File: src/rtl/tower_sbox.sv
module tower_sbox #(
  parameter bit AFFINE_EN = 1'b1
) (
  input  logic       clk,
  input  logic       rst_n,
  input  logic       in_valid,
  input  logic [7:0] in_byte,
  output logic       out_valid,
  output logic [7:0] out_byte
);

  // GF(2^2): basis (1,w), w^2 = w + 1; bit1 is the w coefficient
  function automatic logic [1:0] g4_mul(input logic [1:0] a, input logic [1:0] b);
    logic ll, hh, mm;
    ll = a[0] & b[0];
    hh = a[1] & b[1];
    mm = (a[0] ^ a[1]) & (b[0] ^ b[1]);
    return {mm ^ ll, ll ^ hh};
  endfunction

  function automatic logic [1:0] g4_sq(input logic [1:0] a);
    return {a[1], a[0] ^ a[1]};
  endfunction

  function automatic logic [1:0] g4_mulw(input logic [1:0] a);
    return {a[0] ^ a[1], a[1]};
  endfunction

  function automatic logic [1:0] g4_inv(input logic [1:0] a);
    logic d;
    d = (a[0] & (a[0] ^ a[1])) ^ a[1];
    return {a[1] & d, (a[0] ^ a[1]) & d};
  endfunction

  // GF(2^4): basis (1,z), z^2 = z + w
  function automatic logic [3:0] g16_mul(input logic [3:0] a, input logic [3:0] b);
    logic [1:0] ll, hh, mm;
    ll = g4_mul(a[1:0], b[1:0]);
    hh = g4_mul(a[3:2], b[3:2]);
    mm = g4_mul(a[1:0] ^ a[3:2], b[1:0] ^ b[3:2]);
    return {mm ^ ll, ll ^ g4_mulw(hh)};
  endfunction

  function automatic logic [3:0] g16_sq(input logic [3:0] a);
    logic [1:0] s1;
    s1 = g4_sq(a[3:2]);
    return {s1, g4_sq(a[1:0]) ^ g4_mulw(s1)};
  endfunction

  function automatic logic [3:0] g16_inv(input logic [3:0] a);
    logic [1:0] d, di;
    d  = g4_mul(a[1:0], a[1:0] ^ a[3:2]) ^ g4_mulw(g4_sq(a[3:2]));
    di = g4_inv(d);
    return {g4_mul(a[3:2], di), g4_mul(a[1:0] ^ a[3:2], di)};
  endfunction

  // norm constant of the top extension: first c with x^2+x+c irreducible over GF(2^4)
  function automatic logic [3:0] pick_norm();
    logic [3:0] res;
    logic       found, has_root;
    res = 4'h0;
    found = 1'b0;
    for (int c = 1; c < 16; c++) begin
      has_root = 1'b0;
      for (int t = 0; t < 16; t++)
        if ((g16_sq(4'(t)) ^ 4'(t) ^ 4'(c)) == 4'h0) has_root = 1'b1;
      if (!has_root && !found) begin
        res = 4'(c);
        found = 1'b1;
      end
    end
    return res;
  endfunction

  localparam logic [3:0] NORM8 = pick_norm();

  function automatic logic [3:0] g16_muln(input logic [3:0] a);
    return g16_mul(a, NORM8);
  endfunction

  // GF(2^8): basis (1,y), y^2 = y + NORM8
  function automatic logic [7:0] g256_mul(input logic [7:0] a, input logic [7:0] b);
    logic [3:0] ll, hh, mm;
    ll = g16_mul(a[3:0], b[3:0]);
    hh = g16_mul(a[7:4], b[7:4]);
    mm = g16_mul(a[3:0] ^ a[7:4], b[3:0] ^ b[7:4]);
    return {mm ^ ll, ll ^ g16_muln(hh)};
  endfunction

  function automatic logic [7:0] g256_inv(input logic [7:0] a);
    logic [3:0] d, di;
    d  = g16_mul(a[3:0], a[3:0] ^ a[7:4]) ^ g16_muln(g16_sq(a[7:4]));
    di = g16_inv(d);
    return {g16_mul(a[7:4], di), g16_mul(a[3:0] ^ a[7:4], di)};
  endfunction

  // 8x8 bit matrix, column j at bits [8j +: 8]
  function automatic logic [7:0] mat_apply(input logic [63:0] m, input logic [7:0] v);
    logic [7:0] r;
    r = 8'h00;
    for (int j = 0; j < 8; j++)
      if (v[j]) r ^= m[8*j +: 8];
    return r;
  endfunction

  // poly -> tower: x^k maps to g^k, g a tower root of x^8+x^4+x^3+x+1
  function automatic logic [63:0] build_map_in();
    logic [7:0]  g, g2, g3, g4, g8, p, pw;
    logic [63:0] m;
    logic        found;
    g = 8'h00;
    found = 1'b0;
    for (int t = 2; t < 256; t++) begin
      g2 = g256_mul(8'(t), 8'(t));
      g3 = g256_mul(g2, 8'(t));
      g4 = g256_mul(g2, g2);
      g8 = g256_mul(g4, g4);
      p  = g8 ^ g4 ^ g3 ^ 8'(t) ^ 8'h01;
      if (p == 8'h00 && !found) begin
        g = 8'(t);
        found = 1'b1;
      end
    end
    m  = 64'h0;
    pw = 8'h01;
    for (int k = 0; k < 8; k++) begin
      m[8*k +: 8] = pw;
      pw = g256_mul(pw, g);
    end
    return m;
  endfunction

  function automatic logic [63:0] build_map_out(input logic [63:0] fwd);
    logic [63:0] m;
    m = 64'h0;
    for (int j = 0; j < 8; j++)
      for (int b = 0; b < 256; b++)
        if (mat_apply(fwd, 8'(b)) == (8'h01 << j)) m[8*j +: 8] = 8'(b);
    return m;
  endfunction

  function automatic logic [7:0] affine_lin(input logic [7:0] v);
    logic [7:0] r;
    for (int i = 0; i < 8; i++)
      r[i] = v[i] ^ v[(i+4)%8] ^ v[(i+5)%8] ^ v[(i+6)%8] ^ v[(i+7)%8];
    return r;
  endfunction

  function automatic logic [63:0] build_out_mat(input logic [63:0] back);
    logic [63:0] m;
    for (int j = 0; j < 8; j++)
      m[8*j +: 8] = AFFINE_EN ? affine_lin(back[8*j +: 8]) : back[8*j +: 8];
    return m;
  endfunction

  localparam logic [63:0] MAP_IN    = build_map_in();
  localparam logic [63:0] MAP_OUT   = build_map_out(MAP_IN);
  localparam logic [63:0] OUT_MAT   = build_out_mat(MAP_OUT);
  localparam logic [7:0]  OUT_CONST = AFFINE_EN ? 8'h63 : 8'h00;

  logic [7:0] tw_in, tw_inv, sub_byte;

  assign tw_in    = mat_apply(MAP_IN, in_byte);
  assign tw_inv   = g256_inv(tw_in);
  assign sub_byte = mat_apply(OUT_MAT, tw_inv) ^ OUT_CONST;

  always_ff @(posedge clk or negedge rst_n) begin
    if (!rst_n) begin
      out_valid <= 1'b0;
      out_byte  <= 8'h00;
    end else begin
      out_valid <= in_valid;
      if (in_valid) out_byte <= sub_byte;
    end
  end

  a_r1_inverse_product: assert property (@(posedge clk) disable iff (!rst_n)
    (in_valid && tw_in != 8'h00) |-> (g256_mul(tw_in, tw_inv) == 8'h01));

  a_r2_zero_maps: assert property (@(posedge clk) disable iff (!rst_n)
    (in_valid && in_byte == 8'h00) |=> (out_byte == OUT_CONST));

  a_r3_valid_follows: assert property (@(posedge clk) disable iff (!rst_n)
    in_valid |=> out_valid);

  a_r3_no_spurious_valid: assert property (@(posedge clk) disable iff (!rst_n)
    !in_valid |=> !out_valid);

  a_r5_hold_when_idle: assert property (@(posedge clk) disable iff (!rst_n)
    !in_valid |=> $stable(out_byte));

endmodule

File: config.mk
export PLATFORM = sky130hd
export DESIGN_NAME = tower_sbox
export DESIGN_NICKNAME = d
export VERILOG_FILES = /design/src/rtl/tower_sbox.sv
export SDC_FILE = /design/constraint.sdc
export NUM_CORES = 1
export LEC_CHECK = 0
export BUFFER_PORTS_ARGS = -buffer_cell sky130_fd_sc_hd__buf_2
export CAP_MARGIN = 30
export CORE_UTILIZATION = 60
export DETAILED_ROUTE_END_ITERATION = 10
export GPL_ROUTABILITY_DRIVEN = 0
export PLACE_DENSITY = 0.81
export SETUP_SLACK_MARGIN = 0.02
export SLEW_MARGIN = 20
export SYNTH_ARGS = -nofsm -noshare
export SYNTH_HDL_FRONTEND = slang
export SYNTH_SLANG_ARGS = --single-unit
File: constraint.sdc
create_clock -name clk -period 1.15 [get_ports clk]
set_clock_uncertainty 0.15 [all_clocks]
set_input_delay 0.115 -clock clk [delete_from_list [all_inputs] [get_ports clk]]
set_output_delay 0.115 -clock clk [all_outputs]
set_load 0.02 [all_outputs]
==> metrics.yaml, run 1 <==
outcome: "stopped before the end"
failing_step: "clock tree synthesis"
stop_error: "[ERROR DPL-0038] Utilization greater than 100%, impossible to legalize"
clkSinkCount: 9
rows: 20
cts_made_buffers: 3
h-tree-depth: 1
hpwlAfterDp_um: 4980
cts_root_buf: "clkbuf_4"
synth_edf_count: 0
synth_async_sr_flop_share: 1.00
synth_nets: 237
ctsResizeCount: 46
die_w_um: 59.5
syn_area_um2: 1980
die_h_um: 59.5
io_buffers: 19
cts_setup_buffers: 22
synth_cells: 219
dpl_cell_area_um2: 2760
synthFlopType: "dfrtp_1"
start_util: 0.639
cts_hold_buf: 2
clk_path_buf_depth: 2
yosysSeqAreaShare: 0.114
io_pins: 20
syn_area_per_cell_um2: 9.06
synthDistinctLibCells: 57
ys_warn_count: 0
synth_seq_cells: 9
==> stage by stage <==
stage	std cells	setup TNS [ns]	util	setup WS [ns]	hold WS, ns
after detailed placement	335	-37.21	0.890	-4.79	-0.177
after floorplan	219	-34.77	-	-4.53	-0.331
after global placement	335	-34.63	0.890	-4.45	-0.187
==> synthesized netlist by cell type (2+ instances only) <==
master	instances	area, um2
xnor2_1	40	350
nor2_1	22	82.6
xor2_1	17	149
nand2_1	12	45.0
dfrtp_1	9	225
inv_1	8	30.0
a21oi_1	7	35.0
ha_1	7	87.6
nor3_1	6	30.0
o21ai_0	6	30.0
xnor2_2	6	97.6
buf_2	5	25.0
and3_1	4	25.0
clkbuf_1	4	15.0
xnor3_1	4	90.1
xor2_2	4	65.1
mux2_2	3	33.8
mux2i_1	3	30.0
nor2b_1	3	18.8
or3_1	3	18.8
a211oi_1	2	15.0
a221oi_1	2	17.5
a22oi_2	2	25.0
inv_2	2	7.51
nand3_1	2	10.0
nor4_1	2	12.5
o211ai_1	2	15.0
o22ai_1	2	12.5
xor3_1	2	47.6
==> cell families after synthesis <==
| family | count (synthesis) | synth area share |
|---|---|---|
| buffers and inverters | 20 | 0.0423 |
| multiplexers | 7 | 0.0397 |
| XOR/XNOR | 76 | 0.442 |
| adder cells (fa/ha/maj) | 7 | 0.0442 |
| AO/OA/AOI/OAI | 34 | 0.144 |
| AND/OR/NAND/NOR | 66 | 0.174 |
| flip-flops | 9 | 0.114 |
==> inputs of run 2 (changes only) <==
--- a/config.mk
+++ b/config.mk
@@ -7,11 +7,10 @@
 export LEC_CHECK = 0
 export BUFFER_PORTS_ARGS = -buffer_cell sky130_fd_sc_hd__buf_2
 export CAP_MARGIN = 30
-export CORE_UTILIZATION = 60
+export CORE_UTILIZATION = 40
 export DETAILED_ROUTE_END_ITERATION = 10
 export GPL_ROUTABILITY_DRIVEN = 0
-export PLACE_DENSITY = 0.81
-export SETUP_SLACK_MARGIN = 0.02
+export PLACE_DENSITY_LB_ADDON = 0.15
 export SLEW_MARGIN = 20
 export SYNTH_ARGS = -nofsm -noshare
 export SYNTH_HDL_FRONTEND = slang
==> metrics.yaml, run 2 <==
outcome: "finished, violations left"
violations: "negative setup slack"
reg2reg_to: "out_byte[0]"
io_pins: 20
clkSinkCount: 9
yosysTopAreaCellShare: 0.177
largest_register: "out_byte"
period_share: 4.66
grt_max_degree: 10
drc: 0
crit_path_end_kind: "register"
route.antenna.remaining_nets: 0
multi_input_area_um2: 2180
grt_pass1_vias: 2058
io_buffers: 19
cts_made_buffers: 3
cts.clk_slew.worst_paths_ns: 0.05
clk_path_buf_depth: 2
worstSetupStartpointType: "primary input"
tritoncts: "built"
grt_usage: 0.249
syn_area_per_cell_um2: 9.06
worstPathRequired_ns: 1.12
die_w_um: 72.4
syn_area_um2: 1980
synthDistinctLibCells: 57
core_um2: 4750
yosysSeqAreaShare: 0.114
cpMostUsedCell: "xnor2_2"
drive_gt1_frac: 0.653
routed_wl_um: 6390
crit_slowest_cell: "nor3b_1"
setup_tns_ns: -32.71
synth_edf_count: 0
synth_nets: 237
hp-start: "in_valid"
layout.nets: 371
fin_util: 0.761
instances_no_fill: 419
hold_end: "out_byte[0]"
cpPeakStageDelay_ns: 0.41
setup_ws_ns: -4.21
synthFlopType: "dfrtp_1"
critPathArrivalTime_ns: 5.33
drt_pass1_iterations: 4
cts_root_buf: "clkbuf_8"
start_util: 0.417
rsz0062_at_grt: "yes"
critical_path_class: "primary input to register"
area_growth_pct: 82.5
yosysMostFrequentCell: "xnor2_1"
rr_startpoint: "out_byte[0]"
synth.largest_area_cell: "xnor2_1"
grt_overflow: 0
n_fill_cell: 320
numPlacedInstances: 367
synth_seq_cells: 9
die_h_um: 72.4
hp-class: "primary input to register"
path_delay_family: "XOR/XNOR gates"
hold_viol_final: 0
cp_max_fo: 6
r2r_slack_ns: 0.21
via_per_inst: 4.82
rows: 25
antennaDiodeCount: 0
maxSlewHeadroom: 0.697
die_area_um2: 5240
synth_cells: 219
ys_top_cells_by_area: "xnor2_1 18%, dfrtp_1 11%, xor2_1 7.5%"
h-tree-depth: 1
reg2reg_depth: 1
seqCellArea_um2: 225
hpwlAfterDp_um: 4030
grt_pass1_wl_um: 10000
final.min_clock_period_ns: 5.36
final_cell_mix: "113 x buf_4, 23 x xnor2_2, 18 x xnor2_1, 18 x nor2_1"
max_freq_mhz: 187
cp_num_buf_inv: 5
drt_iter0_markers: 89
whs_path_depth: 2
top_regs: "out_byte x8, out_valid x1"
setup_viol: 8
ys_warn_count: 0
clk_latency_ns: 0.24
worst_pin_slew_ns: 0.454
synth_async_sr_flop_share: 1.00
largest_reg_flops: 8
drv_slew: 0
final_common_cell: "buf_4"
synth_common_cells: "40 x xnor2_1, 22 x nor2_1, 17 x xor2_1"
grt_antenna_before_repair: 0
wl_per_cell_um: 15.3
max_cap_viol_count: 0
vias: 2021
## run 2: cell counts after synthesis
No cell type changed its count.
## run 2: cell families after synthesis
group                      after synthesis  share of synthesized area
AOI/OAI and AO/OA                       34                      0.144
xor gates and xnor gates                76                      0.442
adders and majority gates                7                     0.0442
buffers and inverters                   20                     0.0423
DFF                                      9                      0.114
muxes                                    7                     0.0397
and+or+nand+nor                         66                      0.174
## run 2: metal layers
| layer | track usage | vias to the layer above | wire length, um |
|---|---|---|---|
| met5 | 0 | - | 0 |
| met4 | 0.0436 | 0 | 97 |
| met3 | 0.0278 | 10 | 188 |
| met2 | 0.447 | 32 | 3360 |
| met1 | 0.325 | 961 | 2740 |
| li1 | - | 1018 | - |
## run 2: what timing repair did
item | CTS | global route
resized for setup | 50 | 17
pin swaps | 17 | 19
hold endpoints to repair | 10 | 0
gates cloned | 0 | 0
hold buffers | 2 | 0
setup buffers | 38 | 9
setup endpoints to repair | 8 | 8
## run 2: per-stage QoR
step,setup slack (ns),hold slack [ns],instance area (um2)
after floorplan,-4.53,-0.331,2220
after global placement,-4.59,-0.177,2860
after detailed placement,-4.67,-0.167,2860
after CTS,-4.13,0.0922,3450
after global routing,-4.44,0.101,3620
final,-4.21,0.112,3620
## run 2: how the worst max path moves through the flow
| stage | from | to | slack (ns) | cells past startpoint |
|---|---|---|---|---|
| finish | in_byte[6] | out_byte[0] | -4.21 | 28 |
| global route | in_byte[2] | out_byte[5] | -4.44 | 27 |
| CTS | in_byte[6] | out_byte[0] | -4.13 | 28 |
| detailed placement | in_byte[4] | out_byte[5] | -4.67 | 25 |
| global placement | in_byte[6] | out_byte[5] | -4.59 | 23 |
| floorplan | in_byte[4] | out_byte[5] | -4.53 | 27 |
## run 2: cell type report
cell class / count / area share
clock buffer: 4 / 0.0124
inverter: 11 / 0.0121
multi-input combinational: 190 / 0.604
sequential: 9 / 0.0622
tap: 67 / 0.0232
timing repair buffer: 138 / 0.287
Power of run 2 is left out: the tool's default activity adds up to more than one toggle a clock period on the data nets, which glitch-free logic cannot reach.
